File: src/rtl/gpt_pkg.sv
package gpt_pkg;

    typedef enum logic [1:0] {
        CH_OFF  = 2'd0,
        CH_ONCE = 2'd1,
        CH_LOOP = 2'd2,
        CH_FREE = 2'd3
    } ch_state_t;

    localparam logic [1:0] MODE_ONCE = 2'd0;
    localparam logic [1:0] MODE_LOOP = 2'd1;

    localparam int DATA_W = 32;

    // Map the control mode field to the run state it arms.
    function automatic ch_state_t mode_to_state(input logic [1:0] mode);
        case (mode)
            MODE_ONCE: return CH_ONCE;
            MODE_LOOP: return CH_LOOP;
            default:   return CH_FREE;
        endcase
    endfunction

endpackage

File: src/rtl/gpt_tick_div.sv
module gpt_tick_div (
    input  logic clk,
    input  logic rst_n,
    input  logic tick_fast,
    input  logic tick_slow,
    input  logic src_slow,
    input  logic half_rate,
    input  logic run,
    input  logic restart,
    output logic advance
);

    logic sel_tick;
    logic phase_q;

    assign sel_tick = src_slow ? tick_slow : tick_fast;

    always_ff @(posedge clk) begin
        if (!rst_n) begin
            phase_q <= 1'b0;
        end else if (restart) begin
            phase_q <= 1'b0;
        end else if (run && sel_tick && half_rate) begin
            phase_q <= ~phase_q;
        end
    end

    assign advance = run && sel_tick && !restart && (!half_rate || phase_q);

endmodule

File: src/rtl/gpt_channel.sv
module gpt_channel
    import gpt_pkg::*;
#(
    parameter int CNT_W = 32
) (
    input  logic             clk,
    input  logic             rst_n,
    input  logic             tick_fast,
    input  logic             tick_slow,
    input  logic             ctrl_we,
    input  logic             cfg_we,
    input  logic             cmp_we,
    input  logic             ctrl_en,
    input  logic             ctrl_clr,
    input  logic [1:0]       ctrl_mode,
    input  logic             cfg_src,
    input  logic             cfg_div,
    input  logic [CNT_W-1:0] cmp_val,
    output logic [CNT_W-1:0] count_o,
    output logic [CNT_W-1:0] cmp_o,
    output logic [1:0]       mode_o,
    output logic             enabled_o,
    output logic             src_o,
    output logic             div_o,
    output logic             hit_o
);

    ch_state_t        state_q, state_d;
    logic [1:0]       mode_q;
    logic             src_q, div_q;
    logic [CNT_W-1:0] cmp_q, cnt_q, cnt_inc;
    logic             adv, compares, match;

    gpt_tick_div u_div (
        .clk       (clk),
        .rst_n     (rst_n),
        .tick_fast (tick_fast),
        .tick_slow (tick_slow),
        .src_slow  (src_q),
        .half_rate (div_q),
        .run       (state_q != CH_OFF),
        .restart   (ctrl_we | cfg_we),
        .advance   (adv)
    );

    assign cnt_inc  = cnt_q + 1'b1;
    assign compares = (state_q == CH_ONCE) || (state_q == CH_LOOP);
    assign match    = adv && compares && (cnt_inc == cmp_q);

    // State register
    always_ff @(posedge clk) begin
        if (!rst_n) begin
            state_q <= CH_OFF;
        end else begin
            state_q <= state_d;
        end
    end

    // Next state: arm / halt on a control write, expire on a one-shot match
    always_comb begin
        state_d = state_q;
        if (ctrl_we) begin
            state_d = ctrl_en ? mode_to_state(ctrl_mode) : CH_OFF;
        end else begin
            unique case (state_q)
                CH_OFF:  state_d = CH_OFF;
                CH_ONCE: state_d = match ? CH_OFF : CH_ONCE;
                CH_LOOP: state_d = CH_LOOP;
                CH_FREE: state_d = CH_FREE;
            endcase
        end
    end

    // Configuration and counter
    always_ff @(posedge clk) begin
        if (!rst_n) begin
            mode_q <= MODE_ONCE;
            src_q  <= 1'b0;
            div_q  <= 1'b0;
            cmp_q  <= '0;
            cnt_q  <= '0;
        end else begin
            if (ctrl_we) mode_q <= ctrl_mode;
            if (cfg_we) begin
                src_q <= cfg_src;
                div_q <= cfg_div;
            end
            if (cmp_we) cmp_q <= cmp_val;
            if (ctrl_we && ctrl_clr) begin
                cnt_q <= '0;
            end else if (match && state_q == CH_LOOP) begin
                cnt_q <= '0;
            end else if (adv) begin
                cnt_q <= cnt_inc;
            end
        end
    end

    // Outputs
    always_comb begin
        count_o   = cnt_q;
        cmp_o     = cmp_q;
        mode_o    = mode_q;
        enabled_o = (state_q != CH_OFF);
        src_o     = src_q;
        div_o     = div_q;
        hit_o     = match;
    end

endmodule

File: src/rtl/gpt_pending.sv
module gpt_pending #(
    parameter int NUM_CH = 6
) (
    input  logic              clk,
    input  logic              rst_n,
    input  logic              mask_we,
    input  logic              ack_we,
    input  logic [NUM_CH-1:0] wbits,
    input  logic [NUM_CH-1:0] hit,
    output logic [NUM_CH-1:0] mask_o,
    output logic [NUM_CH-1:0] pend_o,
    output logic              irq
);

    logic [NUM_CH-1:0] mask_q, pend_q, ack_bits;

    assign ack_bits = ack_we ? wbits : '0;

    always_ff @(posedge clk) begin
        if (!rst_n) begin
            mask_q <= '0;
            pend_q <= '0;
        end else begin
            if (mask_we) mask_q <= wbits;
            pend_q <= (pend_q & ~ack_bits) | hit;
        end
    end

    assign mask_o = mask_q;
    assign pend_o = pend_q;
    assign irq    = |(pend_q & mask_q);

endmodule

File: src/rtl/gp_timer_bank.sv
module gp_timer_bank
    import gpt_pkg::*;
#(
    parameter int NUM_CH = 6,
    parameter int CNT_W  = 32,
    parameter int ADDR_W = 8
) (
    input  logic              clk,
    input  logic              rst_n,
    input  logic [ADDR_W-1:0] bus_addr,
    input  logic              bus_we,
    input  logic [31:0]       bus_wdata,
    output logic [31:0]       bus_rdata,
    input  logic              tick_fast,
    input  logic              tick_slow,
    output logic              irq
);

    localparam int BLK_W = ADDR_W - 4;

    logic [BLK_W-1:0] blk;
    logic [1:0]       word;
    logic             aligned;

    logic [NUM_CH-1:0]            hit_v, en_v, src_v, div_v;
    logic [NUM_CH-1:0][1:0]       mode_v;
    logic [NUM_CH-1:0][CNT_W-1:0] cnt_v, cmp_v;
    logic [NUM_CH-1:0]            ie_v, pend_v;

    assign blk     = bus_addr[ADDR_W-1:4];
    assign word    = bus_addr[3:2];
    assign aligned = (bus_addr[1:0] == 2'b00);

    gpt_pending #(.NUM_CH(NUM_CH)) u_pend (
        .clk     (clk),
        .rst_n   (rst_n),
        .mask_we (bus_we && aligned && blk == '0 && word == 2'd0),
        .ack_we  (bus_we && aligned && blk == '0 && word == 2'd2),
        .wbits   (bus_wdata[NUM_CH-1:0]),
        .hit     (hit_v),
        .mask_o  (ie_v),
        .pend_o  (pend_v),
        .irq     (irq)
    );

    for (genvar i = 0; i < NUM_CH; i++) begin : g_ch
        logic here;
        assign here = bus_we && aligned && (blk == BLK_W'(i + 1));

        gpt_channel #(.CNT_W(CNT_W)) u_ch (
            .clk       (clk),
            .rst_n     (rst_n),
            .tick_fast (tick_fast),
            .tick_slow (tick_slow),
            .ctrl_we   (here && word == 2'd0),
            .cfg_we    (here && word == 2'd1),
            .cmp_we    (here && word == 2'd3),
            .ctrl_en   (bus_wdata[0]),
            .ctrl_clr  (bus_wdata[1]),
            .ctrl_mode (bus_wdata[5:4]),
            .cfg_src   (bus_wdata[4]),
            .cfg_div   (bus_wdata[0]),
            .cmp_val   (bus_wdata[CNT_W-1:0]),
            .count_o   (cnt_v[i]),
            .cmp_o     (cmp_v[i]),
            .mode_o    (mode_v[i]),
            .enabled_o (en_v[i]),
            .src_o     (src_v[i]),
            .div_o     (div_v[i]),
            .hit_o     (hit_v[i])
        );
    end

    // Read multiplexer
    always_comb begin
        bus_rdata = '0;
        if (aligned) begin
            if (blk == '0) begin
                if (word == 2'd0) bus_rdata = DATA_W'(ie_v);
                if (word == 2'd2) bus_rdata = DATA_W'(pend_v);
            end
            for (int i = 0; i < NUM_CH; i++) begin
                if (blk == BLK_W'(i + 1)) begin
                    unique case (word)
                        2'd0: bus_rdata = {26'd0, mode_v[i], 3'b000, en_v[i]};
                        2'd1: bus_rdata = {27'd0, src_v[i], 3'b000, div_v[i]};
                        2'd2: bus_rdata = DATA_W'(cnt_v[i]);
                        2'd3: bus_rdata = DATA_W'(cmp_v[i]);
                    endcase
                end
            end
        end
    end

endmodule

File: config.mk
export PLATFORM = sky130hd
export DESIGN_NAME = gp_timer_bank
export DESIGN_NICKNAME = d
export VERILOG_FILES = /design/src/rtl/gpt_pkg.sv /design/src/rtl/gpt_tick_div.sv /design/src/rtl/gpt_channel.sv /design/src/rtl/gpt_pending.sv /design/src/rtl/gp_timer_bank.sv
export SDC_FILE = /design/constraint.sdc
export NUM_CORES = 1
export LEC_CHECK = 0
export ABC_AREA = 1
export ABC_CLOCK_PERIOD_IN_PS = 4000
export BUFFER_PORTS_ARGS = -buffer_cell sky130_fd_sc_hd__buf_2
export CAP_MARGIN = 40
export CELL_PAD_IN_SITES_DETAIL_PLACEMENT = 2
export CELL_PAD_IN_SITES_GLOBAL_PLACEMENT = 2
export CORE_UTILIZATION = 35
export CTS_BUF_LIST = sky130_fd_sc_hd__clkbuf_4 sky130_fd_sc_hd__clkbuf_8
export DETAILED_ROUTE_END_ITERATION = 16
export PLACE_DENSITY_LB_ADDON = 0.1
export REMOVE_ABC_BUFFERS = 1
export SYNTH_ARGS = -nofsm -noshare
export SYNTH_HDL_FRONTEND = slang
export SYNTH_HIERARCHICAL = 1
export SYNTH_SLANG_ARGS = --single-unit
export TNS_END_PERCENT = 20
File: constraint.sdc
create_clock -name clk -period 4 [get_ports clk]
set_input_delay 0.4 -clock clk [delete_from_list [all_inputs] [get_ports clk]]
set_output_delay 0.4 -clock clk [all_outputs]
set_load 0.02 [all_outputs]
* Yosys cells after proc, flatten, opt, wreduce, memory -nomap -nowiden *
Cells that the tools add are included.

storage, ports and cells
  register bits after elaboration = 438
  input port bits = 45
  output and inout bits = 33
  logic and storage cells = 273

cells by class
  add/subtract/negate cells = 6
  eq/ne operators = 34
  mux-type cells = 43
  bitwise operators = 17
  reduce and logical (&&, ||, !) cells = 129

operator list
  cell                     count
  $pmux W32 S4             6
  $mux W32                 9
  $add A32 B1 Y32 const B  6
  $eq A32 B32 Y1           6
  $logic_and A1 B1 Y1      76
  $pmux W2 S4              6
  $eq A2 B2 Y1 const B     14
  $logic_not A2 Y1         9
  $reduce_or A3 Y1         6
  $eq A2 B1 Y1 const B     8
  $mux W2                  7
  $and A6 B6 Y6            2
  $eq A4 B3 Y1 const B     3
  $logic_not A1 Y1         12
  $logic_or A1 B1 Y1       12
  $mux W1                  12
  $mux W6                  2
  $reduce_bool A2 Y1       6
  $reduce_or A2 Y1         6
  $eq A4 B2 Y1 const B     2
  $not A1 Y1               7
  $not A6 Y6               1
  $or A1 B1 Y1             6
  $or A6 B6 Y6             1
  4 further kinds          4

* Logic depth before layout (Yosys ltp) *
  word-level depth = 13
  gate-level depth with buffers = 26
  mapped depth without buffers = 23

* By module *
Netlist, hierarchy kept.

modules (own cells, without submodules)
  module                          instances  cells an instance  area each (sq um)  seq. area each (sq um)
  gpt_channel (g_ch[2].u_ch ...)  3          746                4535.6             1401.3
  gpt_channel (g_ch[0].u_ch ...)  2          696                4460.5             1401.3
  gpt_channel (g_ch[5].u_ch)      1          715                4271.6             1401.3
  gp_timer_bank                   1          813                4130.2             0.0
  gpt_tick_div                    6          21                 97.6               20.0
  gpt_pending                     1          68                 465.4              240.2

* Worst setup path after synthesis *
No wires, ideal clock.

  kind = input to register
  start point = input port bus_addr[5]
  end point = register g_ch[4].u_ch.cnt_q[22]
  setup time = 0.117 ns
  arrival = 2.801 ns
  required time = 3.883 ns
  slack = 1.082 ns
  stages = 14
  buffers on the path = 2
  path through = inv_1 > nand2_1 > nor2_1 > clkbuf_1 > nand2_1 > nor2_1 > inv_1 > nand2_1 > nor2_1 > inv_1 > dlygate4sd3_1 > nand2_1 > o21ai_0 > nor2_1

on the way
  cells in the longest elaborated chain, start to end = 11
  elaborated cells on any way between the ends = 13
  those cells by class = 1 x eq/ne; 1 x bitwise; 11 x reduce/logical

RTL lines
  what                                    line                                      RTL
  start, declared                         gp_timer_bank.sv:10                       input logic [ADDR_W-1:0] bus_addr,
  $eq A4 B3 Y1 *                          gp_timer_bank.sv:48                       assign here = bus_we && aligned && (blk == BLK_W'(i + 1));
  $logic_and A1 B1 Y1 *                   gp_timer_bank.sv:48
  $logic_and A1 B1 Y1 (on tied branches)  gp_timer_bank.sv:55, gp_timer_bank.sv:56
  $or A1 B1 Y1 *                          gpt_channel.sv:42                         .restart (ctrl_we | cfg_we),
  $logic_not A1 Y1 *                      gpt_tick_div.sv:28                        assign advance = run && sel_tick && !restart && (!half_rate || phase_q);
  $logic_and A1 B1 Y1 * (2 in series)     gpt_tick_div.sv:28
  via g_ch[4].u_ch.adv                    gpt_channel.sv:32                         logic adv, compares, match;
  $logic_and A1 B1 Y1 (2 in series)       gpt_channel.sv:48                         assign match = adv && compares && (cnt_inc == cmp_q);
  $logic_and A1 B1 Y1                     gpt_channel.sv:91                         end else if (match && state_q == CH_LOOP) begin
  $reduce_or A3 Y1 (no source line)       -
  end signal, assigned                    gpt_channel.sv:94                         cnt_q <= cnt_inc;
  end, declared                           gpt_channel.sv:31                         logic [CNT_W-1:0] cmp_q, cnt_q, cnt_inc;

Mark *: on every way through the listed nets, which the timed path passes. The rest lies on a longest branch.
A chain may end at the register's enable or synchronous reset.

* Final worst setup path *
  start point = input port bus_addr[3]
  end point = output port bus_rdata[29]

on the way
  cells in the longest elaborated chain, start to end = 9
  elaborated cells on any way between the ends = 17
  those cells by class = 3 x eq/ne; 13 x mux; 1 x reduce/logical

RTL lines
  what                                        line                 RTL
  $eq A2 B2 Y1, or another cell as far along  gp_timer_bank.sv:84  unique case (word)
  $pmux W32 S4                                gp_timer_bank.sv:84
  $mux W32 (5 in series)                      gp_timer_bank.sv:83  if (blk == BLK_W'(i + 1)) begin
  $mux W32 *                                  gp_timer_bank.sv:83
  $mux W32 *                                  gp_timer_bank.sv:77  if (aligned) begin
  end, declared                               gp_timer_bank.sv:13  output logic [31:0] bus_rdata,

Mark *: on every way between the ends. The rest lies on a longest branch, timed or not.

==> impl_summary.txt <==
----------------------------------------------------
[Timing]
  Final worst clock skew ... 0.02485 ns
  Pins Over Slew Limit ... 0
  Final critical path time including I/O delays and setup ... ~3.6 ns
  Total negative slack for setup checks ... 0 ns
  Slew margin rel. ... between 30 and 40%
  Count of endpoints failing setup in the final report ... 0
  Unrepaired setup endpoints after global routing ... no
  Worst slew pin tran ... ~0.95 ns
  Fmax ... approximately 0.28 GHz
  Hold Slack ... 0.07636 ns
  Hold Fails Final Rpt ... 0
  Final worst-path cycle share ... between 90% and 100%
  Final WS setup ... 0.3962 ns

[CTS]
  Clock-pin slew on the worst setup and hold paths ... ~0.060 ns
  Total clock buffers created by CTS ... 93
  Clock Tree Buf Depth ... 3
  TritonCTS clock tree ... done
  Hold buffer count at CTS ... 0
  Clock root buffer ... sky130_fd_sc_hd__clkbuf_8
  Worst-skew pair later-pin latency ... around 0.74 ns
  Number of levels in the clock H-tree ... 3
  TritonCTS Sinks ... 438
  Post-CTS setup buffer count ... 0
  Post-CTS Resized ... 0

[Detailed routing]
  Routed via count ... about 38000
  Drc violations ... 0
  Antenna viol nets, final ... 0
  First-pass detailed-route iteration total ... 5
  Detail-routed via count per cell ... roughly 5.7
  Number of design-rule violations left by the first detailed-router iteration ... 2400
  WL per Instance ... 25.86 µm
  Total Wirelength ... 172300 µm

[Yosys]
  Cell with the most instances after synthesis ... sky130_fd_sc_hd__nand2_1
  Cell taking the most area after synthesis ... sky130_fd_sc_hd__dfxtp_1
  Cell area after technology mapping ... about 32000 µm²
  Share of synthesized flip-flops with an asynchronous set or reset ... 0%
  Top cells by area, synth ... sky130_fd_sc_hd__dfxtp_1, sky130_fd_sc_hd__nand2_1, sky130_fd_sc_hd__nor2_1
  Mean instance size in the synthesized netlist ... 5.975 µm²
  Share of the synthesized area in the top cell type ... 27.42%
  Proportion of synthesized chip area in sequential cells ... between 20% and 30%
  Number of synthesized flops with an enable pin ... 0
  Top cell types by occurrence after synthesis ... sky130_fd_sc_hd__nand2_1, sky130_fd_sc_hd__nor2_1, sky130_fd_sc_hd__inv_1
  Number of distinct library cell variants in the gate-level netlist after synthesis ... 46
  Number of cells produced by synthesis ... 5352
  YS warnings ... 6
  Top FF cell, synth ... sky130_fd_sc_hd__dfxtp_1
  Number of flip-flops and latches in the synthesized netlist ... 438

[Min path]
  Type of the tightest min-delay check ... in -> reg

[Critical path]
  CP required ... around 3.6 ns
  Cell type with the highest occurrence count on the critical path ... sky130_fd_sc_hd__nand2_1
  Nature of the critical path startpoint ... input pin
  Critical path arrival ... 3.20 ns
  Type of destination of the critical path ... primary output
  Crit Path Class ... in -> out
  Worst path slowest cell ... sky130_fd_sc_hd__o21ai_1
  Maximum fanout along the worst path ... 38
  Chain of cells forming the critical path ... buf_2, buf_4, nand2_2, inv_6, buf_12, nand2_1, nand2_1, nor2_1, o21ai_1, nand2_1, a211oi_2, buf_2
  Critical path's largest stage delay ... between 0.4 and 0.5 ns

[Global route]
  Total routing resource utilization after global routing ... between 30 and 40%
  Via count of the first global-routing pass ... approximately 40000
  Largest net degree at the start of global routing ... 83
  Number of antenna violations at the first check in global routing ... 19
  First-pass GRT wire length ... about 250000 µm
  Remaining global-route overflow ... 0

[Die]
  Full die area ... 92590 µm²
  Vertical extent of the die ... around 300 µm
  FP Rows ... 110
  Die X ... between 300 and 400 µm
  Std-Cell Core Area ... approximately 90000 µm²
  Initial Utilization ... 35.42%
  I/O Pins ... just under 80

[Place]
  Area post-placement ... about 34000 µm²
  Placer congestion estimate ... about 0.93
  IO Port Bufs ... between 70 and 80
  Worst setup slack before clock tree synthesis ... 0.5027 ns
  Post-DP HPWL ... between 100000 and 150000 µm
  Post-Place Cells ... ~6500

[Final layout]
  Fin cells ... 6665
  Post-route core utilization ... 39.21%
  Share of final-layout standard cells stronger than drive strength 1 ... roughly 11%
  Layout Cell Area excl Fill ... 35400 µm²
  Number of nets in the layout ... around 5500
  Area delta synth->final ... 10.70%

[Power and ir drop]
  Total chip power ... 10.18 mW
  Worst VDD drop ... between 0.0002 and 0.00025 V
  Power Density ... 287.5 nW/µm²
  LEAKAGE ... between 15 and 20 nW

[Outcome]
  Status ... finished, final reports clean

[Job]
  Maximum capacitance violations ... 0

----------------------------------------------------
[where the power goes]
| group | internal (mW) | switching [mW] | total, mW | leakage, nW |
|---|---|---|---|---|
| Clock | 2.77 | 2.28 | 5.04 | 0.971 |
| Sequential | 4.37 | 0.00866 | 4.38 | 3.53 |
| Combinational | 0.135 | 0.619 | 0.755 | 10.6 |
[metal layers]
metal | up-vias | global-route usage (%) | routed length, µm
met5 | - | 0 | 54
met4 | 8 | 20.18 | 10200
met3 | 351 | 4.325 | 8345
met2 | 1018 | 60.48 | 79540
met1 | 19060 | 46.00 | 74190
li1 | 17320 | - | -
[cells by family after synthesis]
logic type      after synthesis  synth area share [%]
simple gates               3234                 44.56
compound gates              861                 15.24
buf+inv                     755                 10.18
flops                       438                 27.42
fa+ha+maj                    36                 1.408
xor+xnor                     28                 1.197
[critical path: cells and delay by family]
family / cells / cell delay, ns
compound gates: 2 / 0.81
simple gates: 5 / 0.60
buf+inv: 5 / 1.34
[cell type report]
cell class                 count  area (µm²)
clock buffer                 144        1769
sequential                   438        8768
clock inverter                 8       45.04
antenna                        8       20.02
multi-input combinational   4159       20010
tap                         1176        1471
fill                       11570       54890
inverter                     571        2148
timing repair buffer         161        1169
[cells in the final DEF (no fill, tap or decap), types with 7 or more instances in the layout]
master / n
sky130_fd_sc_hd__nor2_2: 106
sky130_fd_sc_hd__nor3_1: 14
sky130_fd_sc_hd__ha_1: 36
sky130_fd_sc_hd__buf_4: 71
sky130_fd_sc_hd__xnor3_1: 10
sky130_fd_sc_hd__a211oi_2: 12
sky130_fd_sc_hd__nand4_1: 37
sky130_fd_sc_hd__xor2_1: 16
sky130_fd_sc_hd__nor2_4: 76
sky130_fd_sc_hd__clkbuf_4: 34
sky130_fd_sc_hd__nor2_8: 9
sky130_fd_sc_hd__nand3b_1: 33
sky130_fd_sc_hd__a221oi_1: 26
sky130_fd_sc_hd__nand3_1: 479
sky130_fd_sc_hd__inv_1: 542
sky130_fd_sc_hd__nor2_1: 683
sky130_fd_sc_hd__dfxtp_1: 438
sky130_fd_sc_hd__diode_2: 8
sky130_fd_sc_hd__clkinv_1: 7
sky130_fd_sc_hd__nand2_4: 10
sky130_fd_sc_hd__inv_2: 21
sky130_fd_sc_hd__nand2_2: 39
sky130_fd_sc_hd__buf_2: 77
sky130_fd_sc_hd__clkbuf_8: 110
sky130_fd_sc_hd__a22o_1: 88
sky130_fd_sc_hd__o21ai_1: 25
sky130_fd_sc_hd__nand2_1: 1716
sky130_fd_sc_hd__nand3_2: 16
sky130_fd_sc_hd__o21ai_0: 436
sky130_fd_sc_hd__buf_12: 10
sky130_fd_sc_hd__a21oi_1: 261
[registers in the layout, indices dropped and copies added, names as in the netlist]
register                 count
g_ch.u_ch/cmp_o            192
g_ch.u_ch/count_o          192
g_ch.u_ch/div_o              6
g_ch.u_ch/mode_o            12
g_ch.u_ch/src_o              6
g_ch.u_ch/state_q           12
g_ch.u_ch/u_div/phase_q      6
u_pend/mask_o                6
u_pend/pend_o                6
[worst paths after layout]
check / startpoint / to / slack, ns / cells past startpoint
hold / removal: rst_n / g_ch[5].u_ch/cmp_o[4] / 0.08 / 3
setup reg to reg: g_ch[1].u_ch/count_o[0] / g_ch[1].u_ch/count_o[15] / 0.67 / 16
hold reg to reg: g_ch[4].u_ch/cmp_o[0] / g_ch[4].u_ch/cmp_o[0] / 0.49 / 2
setup / recovery: bus_addr[3] / bus_rdata[29] / 0.40 / 12
(Power assumes the default switching activity.)
